<file path="src/rtl/dma_chan_pkg.sv">
package dma_chan_pkg;
  localparam int DATA_W = 32;
  localparam int OFF_W = 4;
  localparam logic [OFF_W-1:0] OFF_ADDR = 4'h0;
  localparam logic [OFF_W-1:0] OFF_COUNT = 4'h4;
  localparam logic [OFF_W-1:0] OFF_CTRL = 4'h8;

  typedef enum logic [1:0] {ST_IDLE, ST_FETCH, ST_SEND, ST_FINISH} chanState_t;
  typedef enum logic [1:0] {EV_NONE = 2'd0, EV_CFG = 2'd1, EV_START = 2'd2, EV_BEAT = 2'd3} evKind_t;

  typedef struct packed {
    logic wrAddr;
    logic wrCount;
    logic start;
    logic fetchDone;
    logic beatTaken;
    logic finish;
  } dpStrobe_t;
endpackage

</file>
<file path="src/rtl/dma_chan_ctrl.sv">
module dma_chan_ctrl
  import dma_chan_pkg::*;
(
  input  logic             clk,
  input  logic             rstN,
  input  logic             regWrEn,
  input  logic [OFF_W-1:0] regOffset,
  input  logic             regWrBit0,
  input  logic             memRdValid,
  input  logic             strmReady,
  input  logic             countZero,
  input  logic             lastBeat,
  output logic             busy,
  output logic             memRdEn,
  output logic             strmValid,
  output dpStrobe_t        strobe,
  output evKind_t          evKind,
  output logic             evDone
);
  chanState_t state, stateNext;
  logic reqOut;
  logic idle, cfgWr, startWr, accept;

  assign idle    = (state == ST_IDLE);
  assign cfgWr   = idle && regWrEn && (regOffset == OFF_ADDR || regOffset == OFF_COUNT);
  assign startWr = idle && regWrEn && (regOffset == OFF_CTRL) && regWrBit0;
  assign accept  = (state == ST_SEND) && strmReady;

  always_comb begin
    strobe           = '0;
    strobe.wrAddr    = idle && regWrEn && (regOffset == OFF_ADDR);
    strobe.wrCount   = idle && regWrEn && (regOffset == OFF_COUNT);
    strobe.start     = startWr;
    strobe.fetchDone = (state == ST_FETCH) && memRdValid;
    strobe.beatTaken = accept;
    strobe.finish    = (accept && lastBeat) || (state == ST_FINISH);
  end

  always_comb begin
    stateNext = state;
    unique case (state)
      ST_IDLE:   if (startWr) stateNext = countZero ? ST_FINISH : ST_FETCH;
      ST_FETCH:  if (memRdValid) stateNext = ST_SEND;
      ST_SEND:   if (accept) stateNext = lastBeat ? ST_IDLE : ST_FETCH;
      ST_FINISH: stateNext = ST_IDLE;
      default:   stateNext = ST_IDLE;
    endcase
  end

  always_ff @(posedge clk) begin
    if (!rstN) begin
      state  <= ST_IDLE;
      reqOut <= 1'b0;
    end else begin
      state <= stateNext;
      if (memRdValid) reqOut <= 1'b0;
      else if (memRdEn) reqOut <= 1'b1;
    end
  end

  assign busy      = !idle;
  assign memRdEn   = (state == ST_FETCH) && !reqOut;
  assign strmValid = (state == ST_SEND);
  assign evDone    = strobe.finish;

  always_comb begin
    if (cfgWr) evKind = EV_CFG;
    else if (startWr) evKind = EV_START;
    else if (accept) evKind = EV_BEAT;
    else evKind = EV_NONE;
  end


  one_req_chk: assert property (@(posedge clk) disable iff (!rstN)
    memRdEn |=> !memRdEn);

  stall_hold_chk: assert property (@(posedge clk) disable iff (!rstN)
    (strmValid && !strmReady) |=> (busy && strmValid));

  cfg_idle_chk: assert property (@(posedge clk) disable iff (!rstN)
    (evKind == EV_CFG) |=> !busy);

  two_cycle_chk: assert property (@(posedge clk) disable iff (!rstN)
    (accept && !lastBeat) |=> !strmValid);
endmodule

</file>
<file path="src/rtl/dma_chan_dp.sv">
module dma_chan_dp
  import dma_chan_pkg::*;
#(
  parameter int ADDR_STEP = 4
) (
  input  logic              clk,
  input  logic              rstN,
  input  dpStrobe_t         strobe,
  input  logic              busy,
  input  logic              strmValid,
  input  logic              strmReady,
  input  logic              regRdEn,
  input  logic [OFF_W-1:0]  regOffset,
  input  logic [DATA_W-1:0] regWrData,
  input  logic [DATA_W-1:0] memRdData,
  output logic [DATA_W-1:0] regRdData,
  output logic              regRdValid,
  output logic [DATA_W-1:0] memRdAddr,
  output logic [DATA_W-1:0] strmData,
  output logic              strmLast,
  output logic              countZero,
  output logic              lastBeat,
  output logic [DATA_W-1:0] doneCount,
  output logic [DATA_W-1:0] evAddr,
  output logic [DATA_W-1:0] evRemain
);
  localparam logic [DATA_W-1:0] STEP = DATA_W'(ADDR_STEP);

  logic [DATA_W-1:0] addrPtr, countReg, remain, wordReg;

  always_ff @(posedge clk) begin
    if (!rstN) begin
      addrPtr    <= '0;
      countReg   <= '0;
      remain     <= '0;
      wordReg    <= '0;
      doneCount  <= '0;
      regRdData  <= '0;
      regRdValid <= 1'b0;
    end else begin
      if (strobe.wrAddr) addrPtr <= regWrData;
      if (strobe.wrCount) countReg <= regWrData;
      if (strobe.start) remain <= countReg;
      if (strobe.fetchDone) begin
        wordReg <= memRdData;
        addrPtr <= addrPtr + STEP;
      end
      if (strobe.beatTaken) remain <= remain - 1'b1;
      if (strobe.finish) doneCount <= doneCount + 1'b1;
      regRdValid <= regRdEn;
      if (regRdEn) begin
        unique case (regOffset)
          OFF_ADDR:  regRdData <= addrPtr;
          OFF_COUNT: regRdData <= countReg;
          OFF_CTRL:  regRdData <= {{(DATA_W-1){1'b0}}, busy};
          default:   regRdData <= '0;
        endcase
      end
    end
  end

  assign memRdAddr = addrPtr;
  assign strmData  = wordReg;
  assign lastBeat  = (remain == 1);
  assign strmLast  = lastBeat;
  assign countZero = (countReg == '0);
  assign evAddr    = strobe.beatTaken ? (addrPtr - STEP) : '0;
  assign evRemain  = strobe.beatTaken ? (remain - 1'b1) : '0;


  data_stable_chk: assert property (@(posedge clk) disable iff (!rstN)
    (strmValid && !strmReady) |=> ($stable(strmData) && $stable(strmLast)));

  ptr_step_chk: assert property (@(posedge clk) disable iff (!rstN)
    strobe.fetchDone |=> (memRdAddr == $past(memRdAddr) + STEP));

  done_cnt_chk: assert property (@(posedge clk) disable iff (!rstN)
    strobe.finish |=> (doneCount == $past(doneCount) + 1'b1));
endmodule

</file>
<file path="src/rtl/dma_stream_channel.sv">
module dma_stream_channel
  import dma_chan_pkg::*;
#(
  parameter int          ADDR_STEP = 4,
  parameter logic [7:0]  MASTER_ID = 8'd4
) (
  input  logic        clk,
  input  logic        rstN,
  input  logic        regWrEn,
  input  logic        regRdEn,
  input  logic [3:0]  regOffset,
  input  logic [31:0] regWrData,
  output logic [31:0] regRdData,
  output logic        regRdValid,
  output logic        memRdEn,
  output logic [31:0] memRdAddr,
  output logic [7:0]  memMasterId,
  input  logic [31:0] memRdData,
  input  logic        memRdValid,
  output logic        strmValid,
  output logic [31:0] strmData,
  output logic        strmLast,
  input  logic        strmReady,
  output logic        busy,
  output logic [31:0] doneCount,
  output logic        evValid,
  output logic [1:0]  evKind,
  output logic [31:0] evAddr,
  output logic [31:0] evRemain,
  output logic        evDone
);
  dpStrobe_t strobe;
  evKind_t   kind;
  logic      countZero, lastBeat;

  dma_chan_ctrl u_ctrl (
    .clk(clk), .rstN(rstN), .regWrEn(regWrEn), .regOffset(regOffset),
    .regWrBit0(regWrData[0]), .memRdValid(memRdValid), .strmReady(strmReady),
    .countZero(countZero), .lastBeat(lastBeat), .busy(busy), .memRdEn(memRdEn),
    .strmValid(strmValid), .strobe(strobe), .evKind(kind), .evDone(evDone)
  );

  dma_chan_dp #(.ADDR_STEP(ADDR_STEP)) u_dp (
    .clk(clk), .rstN(rstN), .strobe(strobe), .busy(busy), .strmValid(strmValid),
    .strmReady(strmReady), .regRdEn(regRdEn), .regOffset(regOffset),
    .regWrData(regWrData), .memRdData(memRdData), .regRdData(regRdData),
    .regRdValid(regRdValid), .memRdAddr(memRdAddr), .strmData(strmData),
    .strmLast(strmLast), .countZero(countZero), .lastBeat(lastBeat),
    .doneCount(doneCount), .evAddr(evAddr), .evRemain(evRemain)
  );

  assign evKind      = kind;
  assign evValid     = (kind != EV_NONE);
  assign memMasterId = MASTER_ID;


  zero_len_chk: assert property (@(posedge clk) disable iff (!rstN)
    (kind == EV_START && countZero) |=> (evDone && !strmValid && !memRdEn));

  start_busy_chk: assert property (@(posedge clk) disable iff (!rstN)
    (kind == EV_START) |=> busy);
endmodule

</file>
<file path="config.mk">
export PLATFORM = sky130hd
export DESIGN_NAME = dma_stream_channel
export DESIGN_NICKNAME = d
export VERILOG_FILES = /design/src/rtl/dma_chan_pkg.sv /design/src/rtl/dma_chan_ctrl.sv /design/src/rtl/dma_chan_dp.sv /design/src/rtl/dma_stream_channel.sv
export SDC_FILE = /design/constraint.sdc
export NUM_CORES = 1
export LEC_CHECK = 0
export ABC_CLOCK_PERIOD_IN_PS = 4600
export BUFFER_PORTS_ARGS = -buffer_cell sky130_fd_sc_hd__buf_2
export CORE_UTILIZATION = 30
export DETAILED_ROUTE_END_ITERATION = 6
export PLACE_DENSITY = 0.56
export SLEW_MARGIN = 20
export SYNTH_ARGS = -nofsm -noshare
export SYNTH_HDL_FRONTEND = slang
export SYNTH_SLANG_ARGS = --single-unit
</file>
<file path="constraint.sdc">
create_clock -name clk -period 4.6 [get_ports clk]
set_clock_uncertainty 0.2 [all_clocks]
set_input_delay 0.46 -clock clk [delete_from_list [all_inputs] [get_ports clk]]
set_output_delay 0.46 -clock clk [all_outputs]
set_load 0.1 [all_outputs]
</file>
==> results of run 1 <==
## worst max-delay path by stage
stage / start / end / slack (ns) / depth (start not counted)
floorplan: u_dp.memRdAddr[13] / evAddr[28] / 0.27 / 7
global placement: u_dp.remain[0] / evRemain[26] / 0.90 / 8
detailed placement: u_dp.remain[0] / evRemain[26] / 0.89 / 8
CTS: u_dp.remain[0] / evRemain[26] / 0.39 / 8
global route: u_dp.remain[0] / evRemain[26] / 0.25 / 8
finish: u_dp.remain[0] / evRemain[26] / 0.41 / 8
## critical path, cell delays in order (launching register included)
cell	delay (ns)
dfxtp_1	0.37
inv_1	0.08
ha_1	0.22
or3b_2	0.56
or4_1	0.62
or4_4	0.56
xor2_1	0.15
nor2_1	0.08
buf_2	0.43
## state kept, by name, indices dropped and copies added, names as in the netlist
register,count
u_dp.countReg,32
u_dp.strmData,32
u_ctrl.state,2
u_dp.regRdValid,1
u_dp.doneCount,32
u_dp.remain,32
u_ctrl.reqOut,1
u_dp.memRdAddr,32
u_dp.regRdData,32
## per-layer routing
layer,up-vias,part of all wire,wire length [um],track usage
met5,-,0.00042,16,0
met2,349,0.46,17800,0.329
met4,4,0.017,669,0.0596
met1,5167,0.45,17300,0.288
li1,5345,-,-,-
met3,37,0.066,2510,0.0398
## what timing repair did
| action | 4_1_cts | 5_1_grt |
|---|---|---|
| endpoints found under the setup margin | 0 | 0 |
| hold buffers | 1 | 0 |
| endpoints found under the hold margin | 1 | 0 |
## cells by family (layout without fill, tap and decap cells)
group | Yosys count | after routing | share of synthesized area
and+or+nand+nor | 655 | 655 | 0.292
AOI/OAI and AO/OA | 304 | 304 | 0.172
DFF | 196 | 196 | 0.370
buffers and inverters | 148 | 348 | 0.0579
muxes | 62 | 62 | 0.0594
xor gates and xnor gates | 50 | 50 | 0.0413
adders and majority gates | 5 | 5 | 0.00590
other | 2 | 9 | 0.000709
## where the power goes
| group | total (mW) | internal (mW) | switching (mW) | leakage [nW] |
|---|---|---|---|---|
| clock network | 1.65 | 0.891 | 0.760 | 0.307 |
| registers | 1.73 | 1.71 | 0.0234 | 1.58 |
| logic | 0.454 | 0.136 | 0.318 | 3.54 |
## layout by cell type (no fill, tap or decap), types with 5 or more instances in the layout
cell type  netlist  routed
or2_2            8       8
a221oi_1         6       6
clkbuf_16        0      17
inv_1           20      18
or4_1           18      18
clkinv_4         0       5
and3_1           9       9
nor4_1          36      36
a31oi_1          9       9
xor2_1          19      19
dfxtp_1        196     196
a222oi_1         6       6
a21oi_2          7       7
mux2i_1         55      55
nand2b_1        27      27
o21a_1          15      15
nand3_1         38      38
or3_1           22      22
o211ai_1         9       9
buf_4            9      20
nor3_1          26      26
nor2_1         175     174
conb_1           2       8
buf_2            7     274
nand4_1         29      29
a21oi_1        161     161
o31a_1           5       5
ha_1             5       5
mux2_2           7       7
a211oi_1        11      11
nand3b_1         7       7
o21ai_0         42      42
xnor2_1         31      31
nand2_1        234     234
## area by class of cell
class	count	share of cell area
Antenna cell	1	0.000195
Clock buffer	18	0.0342
Clock inverter	14	0.0150
Inverter	21	0.00633
Multi-Input combinational cell	1084	0.475
Sequential cell	196	0.305
Tap cell	455	0.0443
Timing Repair Buffer	295	0.119
## cells in the mapped netlist (all sizes together) (8+ instances only)
master / n
and3: 9
nand4: 29
nor4: 38
nand2: 234
or4: 21
nand2b: 27
clkbuf: 96
nor2: 175
o21a: 15
a211oi: 11
or3: 23
nor3: 27
nand3: 38
xnor2: 31
inv: 20
buf: 31
xor2: 19
o211ai: 9
or2: 8
dfxtp: 196
a31oi: 9
o21ai: 42
a21oi: 168
mux2i: 55
==> run metrics, run 1 <==
status=finished clean; fin nets=1694; setup bufs post-CTS=0; final worst slack=0.410 ns; CP arrival=3.53 ns; area post-placement=12200 sq um; area occupied by multi-input gates=6110 sq um; worst hold slack=~0.032 ns; R2R Setup Slk=around 1.5 ns; Synth async-reset ratio=0; row count=68; DR vias/cell=5.23; Crit. End Element=output pin; Period Utilization, post-route=0.911; CTS tree=done; CTS resizes=0; fin util=0.371; CP required=about 3.9 ns; crit start category=flip-flop; antenna violations before repair=3; CTS root buffer=clkbuf_16; Worst-path clk slew=0.09 ns; Top Ports=283; DR iter-0 viols=between 800 and 900; placed wire-length estimate=between 20000 and 30000 um; Max IR drop VDD=0.000276 V; final WL=~38000 um; Crit Path Class=flip-flop to output pin; Final Hold Viols=0; fraction of layout cells with a size suffix above 1=0.222; post-synth top area share=0.370; Min-Delay Endpoint=u_dp.strmData[24]; R2R Path Start=u_dp.remain[0]; Synth Cell Area=around 11000 sq um; Port Buffers=~270; syn_area_per_cell=about 7.5 sq um; Static Leak=~5.4 nW; dominant synthesized flop cell=dfxtp_1; worst hold stages=3; number of global-route vias before repair=a little under 10000; Synth warnings=0; clk sinks=approximately 200; Placer Congestion=around 0.84; total power=roughly 3.8 mW; Die Ht=roughly 190 um; First-pass DRT Iterations=6; pwr/cell area=299 nW/um^2; GRT Total Usage=0.209; final number of setup-violating endpoints=0; Remaining DRCs=0; Seq cells post-synth=roughly 200; cells after synthesis=~1400; fill count=roughly 3700; FF-to-FF path depth=7; Yosys cell types=68; Hold Crit Class=primary input to flip-flop; first-pass GRT wire length=between 50000 and 60000 um; Rel. slew slack=0.294; hold wc startpoint=memRdData[24]; synth top area cells=dfxtp_1 (37%), nand2_1 (8.3%), a21oi_1 (7.6%), nor2_1 (6.2%), mux2i_1 (5.2%); die width=190 um; Area Growth Syn to Fin=21.3%; Slew @ Worst Pin=about 1.1 ns; clock buffer depth=2; Max-cap violations=0; Register Area=between 3000 and 4000 sq um; Antenna Nets Post-Route=0; Core Region=between 30000 and 40000 sq um; Pins Over Slew Limit=0; vias post-DR=about 11000; RSZ-0062 raised after global routing=false; Period minus WS final=4.19 ns; initial core utilization=0.306; CTS Buf Count=17; area leader, netlist=dfxtp_1; total global routing overflow=0; drt wl/cell=~18 um; Post-synth EDFFs=0; Placed Cells incl. Taps=2050; Clk Latency, worst-skew pair=~0.46 ns; full die area=between 30000 and 40000 sq um; depth of the CTS H-tree=4; dpl ws=about 0.89 ns; setup TNS=0 ns; pin count of the biggest net entering global routing=slightly above 70; final non-filler cell total=between 2000 and 2500; Fmax achieved=about 0.24 GHz; sequential share of the synthesized area=0.370; RR Endpoint=u_dp.doneCount[25]; post-layout instance area=about 13000 sq um; critical path peak fanout=9
Note: power is estimated with default switching activity, not from simulation.
==> run 2: changes to the inputs <==
--- a/config.mk
+++ b/config.mk
@@ -10,6 +10,7 @@
 export CORE_UTILIZATION = 30
 export DETAILED_ROUTE_END_ITERATION = 6
 export PLACE_DENSITY = 0.56
+export REMOVE_ABC_BUFFERS = 1
 export SLEW_MARGIN = 20
 export SYNTH_ARGS = -nofsm -noshare
 export SYNTH_HDL_FRONTEND = slang
==> run 2 against run 1 <==
Against the previous run:
- first-iteration DRC count decreased by 20%
- wire length is 0.71% higher
- largest cell class unchanged
- worst hold slack improved by 0.0054 ns
- clock power shrank 12%
- utilization down 0.20 points
- combinational power increased by 1%
- global-route usage rose by 0.27 points
- maximum frequency decreased by 3.2%
- die area unchanged
==> run metrics, run 2 (same netlist as run 1, synthesis figures left out) <==
crit start category=flip-flop; DR vias/cell=5.26; CP required=~3.9 ns; Rel. slew slack=0.311; sequential cell fraction of total power=0.474; total global routing overflow=0; Buf+Inv Stages, Crit Path=2; Port Buffers=between 200 and 300; first-pass GRT wire length=59000 um; status=finished clean; Placed Cells incl. Taps=between 2000 and 2500; Worst-path clk slew=around 0.080 ns; Top Ports=between 200 and 300; most frequent cells in the layout=buf_2 (274), nand2_1 (234), dfxtp_1 (196); Crit. End Element=output pin; row count=68; slowest cell on the critical path=or4_1; final WL=38600 um; Hold Crit Class=primary input to flip-flop; CTS Hold Bufs=0; full die area=around 36000 sq um; Sw Ratio=0.299; Psw=around 1.1 mW; share of power burned in the clock network=0.400; clk sinks=about 200; Clk Latency, worst-skew pair=~0.46 ns; die width=approximately 190 um; delay-heaviest family, CP=simple AND/OR/NAND/NOR gates; Static Leak=between 5 and 6 nW; fin util=0.369; Pins Over Slew Limit=0; Period Utilization, post-route=0.941; fraction of layout cells with a size suffix above 1=0.222; Die Ht=about 190 um; fin nets=1696; CTS resizes=0; First-pass DRT Iterations=5; Final Hold Viols=0; Pint=2.56 mW; placed wire-length estimate=roughly 28000 um; Crit Path Class=flip-flop to output pin; dpl ws=slightly below 0.8 ns; number of global-route vias before repair=10200; setup bufs post-CTS=0; final worst slack=0.273 ns; Placer Congestion=between 0.8 and 0.9; Slew @ Worst Pin=between 1 and 1.5 ns; clock buffer depth=2; Combinational Power Share=0.126; pin count of the biggest net entering global routing=86; depth of the CTS H-tree=4; Period minus WS final=4.33 ns; DR iter-0 viols=653; total power=roughly 3.6 mW; Core Region=between 30000 and 40000 sq um; Max-cap violations=0; Max IR drop VDD=about 0.00027 V; Remaining DRCs=0; commonest non-fill, non-tap cell in the layout=buf_2; CTS tree=done; antenna violations before repair=3; max incr delay on CP=approximately 0.63 ns; CTS Buf Count=17; CTS root buffer=clkbuf_16; CP arrival=around 3.7 ns; Area Growth Syn to Fin=20.6%; critical path cell sequence=inv_1 -> ha_1 -> or3b_2 -> or4_1 -> or4_4 -> xor2_1 -> nor2_1 -> buf_2; RSZ-0062 raised after global routing=false; critical path peak fanout=9; pwr/cell area=285 nW/um^2; final non-filler cell total=between 2000 and 2500; post-layout instance area=around 13000 sq um; drt wl/cell=roughly 18 um; Antenna Nets Post-Route=0; final number of setup-violating endpoints=0; vias post-DR=between 10000 and 15000; GRT Total Usage=0.212; initial core utilization=0.306; area post-placement=12200 sq um; Fmax achieved=about 0.23 GHz
[run 2: cell types whose count changed in the layout (fill, tap and decap cells not counted), sizes merged]
| cell | delta |
|---|---|
| inv | +4 |
| buf | +3 |
| bufinv | -3 |
| clkinv | -2 |
| clkbuf | +1 |
| dlygate4sd3 | -1 |
[run 2: worst reg2reg max path: stages (launching register included)]
cell	delay (ns)
dfxtp_1	0.64
nand4_1	0.43
or3_1	0.63
or4_1	0.64
mux2_2	0.32
a31oi_1	0.14
[run 2: through the flow]
step / hold WS (ns) / setup TNS, ns
finish: 0.0370 / 0
global route: 0.0205 / 0
CTS: 0.0143 / 0
detailed placement: 0.244 / 0
global placement: 0.239 / 0
floorplan: 0.258 / -3.68
[run 2: power by group through the flow]
stage	Combinational, mW	Clock, mW	Sequential [mW]
final	0.460	1.46	1.73
after detailed placement	0.460	0	1.77
after CTS	0.461	1.50	1.73
after global routing	0.494	1.57	1.73
after floorplan	0.269	0	1.80
after global placement	0.457	0	1.77
[run 2: per-layer routing]
metal / share of wire / global-route usage
met2: 0.47 / 0.348
met4: 0.022 / 0.0676
met3: 0.070 / 0.0557
met1: 0.44 / 0.268
met5: 0.00065 / 0
[run 2: area by class of cell]
cell class              instances  area (sq um)
fillers                      3718         21800
multi-input cells            1084          6100
flip-flops and latches        196          3920
repair buffers                297          1560
well taps                     455           569
clock buffers                  19           433
clock inverters                13           114
inverters                      21          81.3
diodes                          1          2.50
[run 2: path summary, 6_finish.rpt]
| kind | slack [ns] | to | from | cells past startpoint |
|---|---|---|---|---|
| hold reg to reg | 0.25 | u_dp.strmData[21] | u_dp.strmData[21] | 2 |
| setup / recovery | 0.27 | evRemain[26] | u_dp.remain[0] | 8 |
| hold / removal | 0.04 | u_dp.strmData[29] | memRdData[29] | 3 |
| setup reg to reg | 1.52 | u_dp.memRdAddr[31] | u_dp.memRdAddr[8] | 5 |
==> run 3: changes to the inputs <==
--- a/config.mk
+++ b/config.mk
@@ -8,6 +8,7 @@
 export ABC_CLOCK_PERIOD_IN_PS = 4600
 export BUFFER_PORTS_ARGS = -buffer_cell sky130_fd_sc_hd__buf_2
 export CORE_UTILIZATION = 30
+export CTS_BUF_LIST = sky130_fd_sc_hd__clkbuf_16
 export DETAILED_ROUTE_END_ITERATION = 6
 export PLACE_DENSITY = 0.56
 export REMOVE_ABC_BUFFERS = 1
==> run 3 against run 2 <==
Against the previous run:
- combinational power barely moved
- via count is 0.18% lower
- sequential share of layout area unchanged
- setup slack got worse by 0.00095 ns
==> run metrics, run 3 (same netlist as run 1, synthesis figures left out) <==
crit start category=flip-flop; drt wl/cell=18.5 um; pwr/cell area=285 nW/um^2; clk sinks=196; CTS root buffer=clkbuf_16; Combinational Power Share=0.126; Period Utilization, post-route=0.941; Port Buffers=about 270; row count=68; die width=~190 um; Max IR drop VDD=approximately 0.00027 V; total global routing overflow=0; final number of setup-violating endpoints=0; Period minus WS final=4.33 ns; CP arrival=around 3.7 ns; First-pass DRT Iterations=5; critical path cell sequence=inv_1 -> ha_1 -> or3b_2 -> or4_1 -> or4_4 -> xor2_1 -> nor2_1 -> buf_2; Core Region=34600 sq um; Area Growth Syn to Fin=20.6%; area post-placement=12200 sq um; fin nets=1696; initial core utilization=0.306; setup bufs post-CTS=0; critical path peak fanout=9; Sw Ratio=0.299; clock buffer depth=2; Worst-path clk slew=about 0.080 ns; number of global-route vias before repair=between 10000 and 15000; CTS tree=done; Crit Path Class=flip-flop to output pin; Top Ports=283; vias post-DR=10900; CP required=about 4 ns; DR vias/cell=~5.2; Static Leak=between 5 and 6 nW; Die Ht=between 150 and 200 um; first-pass GRT wire length=slightly below 60000 um; CTS Hold Bufs=0; commonest non-fill, non-tap cell in the layout=buf_2; depth of the CTS H-tree=4; Buf+Inv Stages, Crit Path=2; antenna violations before repair=3; pin count of the biggest net entering global routing=86; Placer Congestion=roughly 0.85; status=finished clean; CTS resizes=0; Hold Crit Class=primary input to flip-flop; fraction of layout cells with a size suffix above 1=0.222; sequential cell fraction of total power=0.475; DR iter-0 viols=~660; Final Hold Viols=0; Clk Latency, worst-skew pair=about 0.45 ns; Antenna Nets Post-Route=0; placed wire-length estimate=27600 um; share of power burned in the clock network=0.399; post-layout instance area=between 10000 and 15000 sq um; delay-heaviest family, CP=simple AND/OR/NAND/NOR gates; max incr delay on CP=~0.63 ns; setup TNS=0 ns; Pins Over Slew Limit=0; full die area=roughly 36000 sq um; final WL=38600 um; GRT Total Usage=0.212; Rel. slew slack=0.311; Pint=around 2.6 mW; most frequent cells in the layout=buf_2 (274), nand2_1 (234), dfxtp_1 (196); RSZ-0062 raised after global routing=false; Max-cap violations=0; slowest cell on the critical path=or4_1; Slew @ Worst Pin=1.02 ns; Fmax achieved=0.231 GHz; total power=around 3.6 mW; CTS Buf Count=17; Psw=roughly 1.1 mW; Crit. End Element=output pin; Remaining DRCs=0
## run 3: cell types whose count changed in the layout (fill, tap and decap cells not counted)
cell and delta:
inv_1 +2, clkbuf_1 -2
## run 3: routing by layer
metal  vias up  wire length, um  track usage
met5         -               25            0
met4         4              833       0.0676
met3        44             2620       0.0557
met2       382            18100        0.348
met1      5179            17100        0.268
li1       5338                -            -
## run 3: final timing paths
path	slack (ns)	to	cells after the start	startpoint
setup / recovery	0.27	evRemain[26]	8	u_dp.remain[0]
hold / removal	0.03	u_dp.strmData[29]	3	memRdData[29]
setup reg to reg	1.52	u_dp.memRdAddr[31]	5	u_dp.memRdAddr[8]
hold reg to reg	0.25	u_dp.strmData[9]	2	u_dp.strmData[9]
## run 3: worst reg2reg max path: stages (launching register included)
cell     delay [ns]
dfxtp_1        0.64
nand4_1        0.43
or3_1          0.63
or4_1          0.64
mux2_2         0.32
a31oi_1        0.14
## run 3: power by group through the flow
stage / combinational (mW) / sequential, mW / clock (mW)
after global routing: 0.494 / 1.73 / 1.56
after global placement: 0.457 / 1.77 / 0
after CTS: 0.461 / 1.73 / 1.50
after detailed placement: 0.460 / 1.77 / 0
final: 0.460 / 1.73 / 1.45
after floorplan: 0.269 / 1.80 / 0
## run 3: final cells by class
cell class	count	area [sq um]
antenna	1	2.50
clock buffer	17	425
clock inverter	15	121
fill	3718	21800
inverter	21	81.3
multi-input combinational	1084	6100
sequential	196	3920
tap	455	569
timing repair buffer	297	1560
## run 3: stage by stage
stage                     setup slack [ns]  instances   util  hold WS [ns]
after floorplan                     -0.320       1301      -         0.258
after global placement               0.826       2053  0.353         0.239
after detailed placement             0.788       2053  0.353         0.244
after CTS                            0.284       2085  0.369        0.0143
after global routing                 0.174       2086  0.369        0.0205
final                                0.273       2086  0.369        0.0342
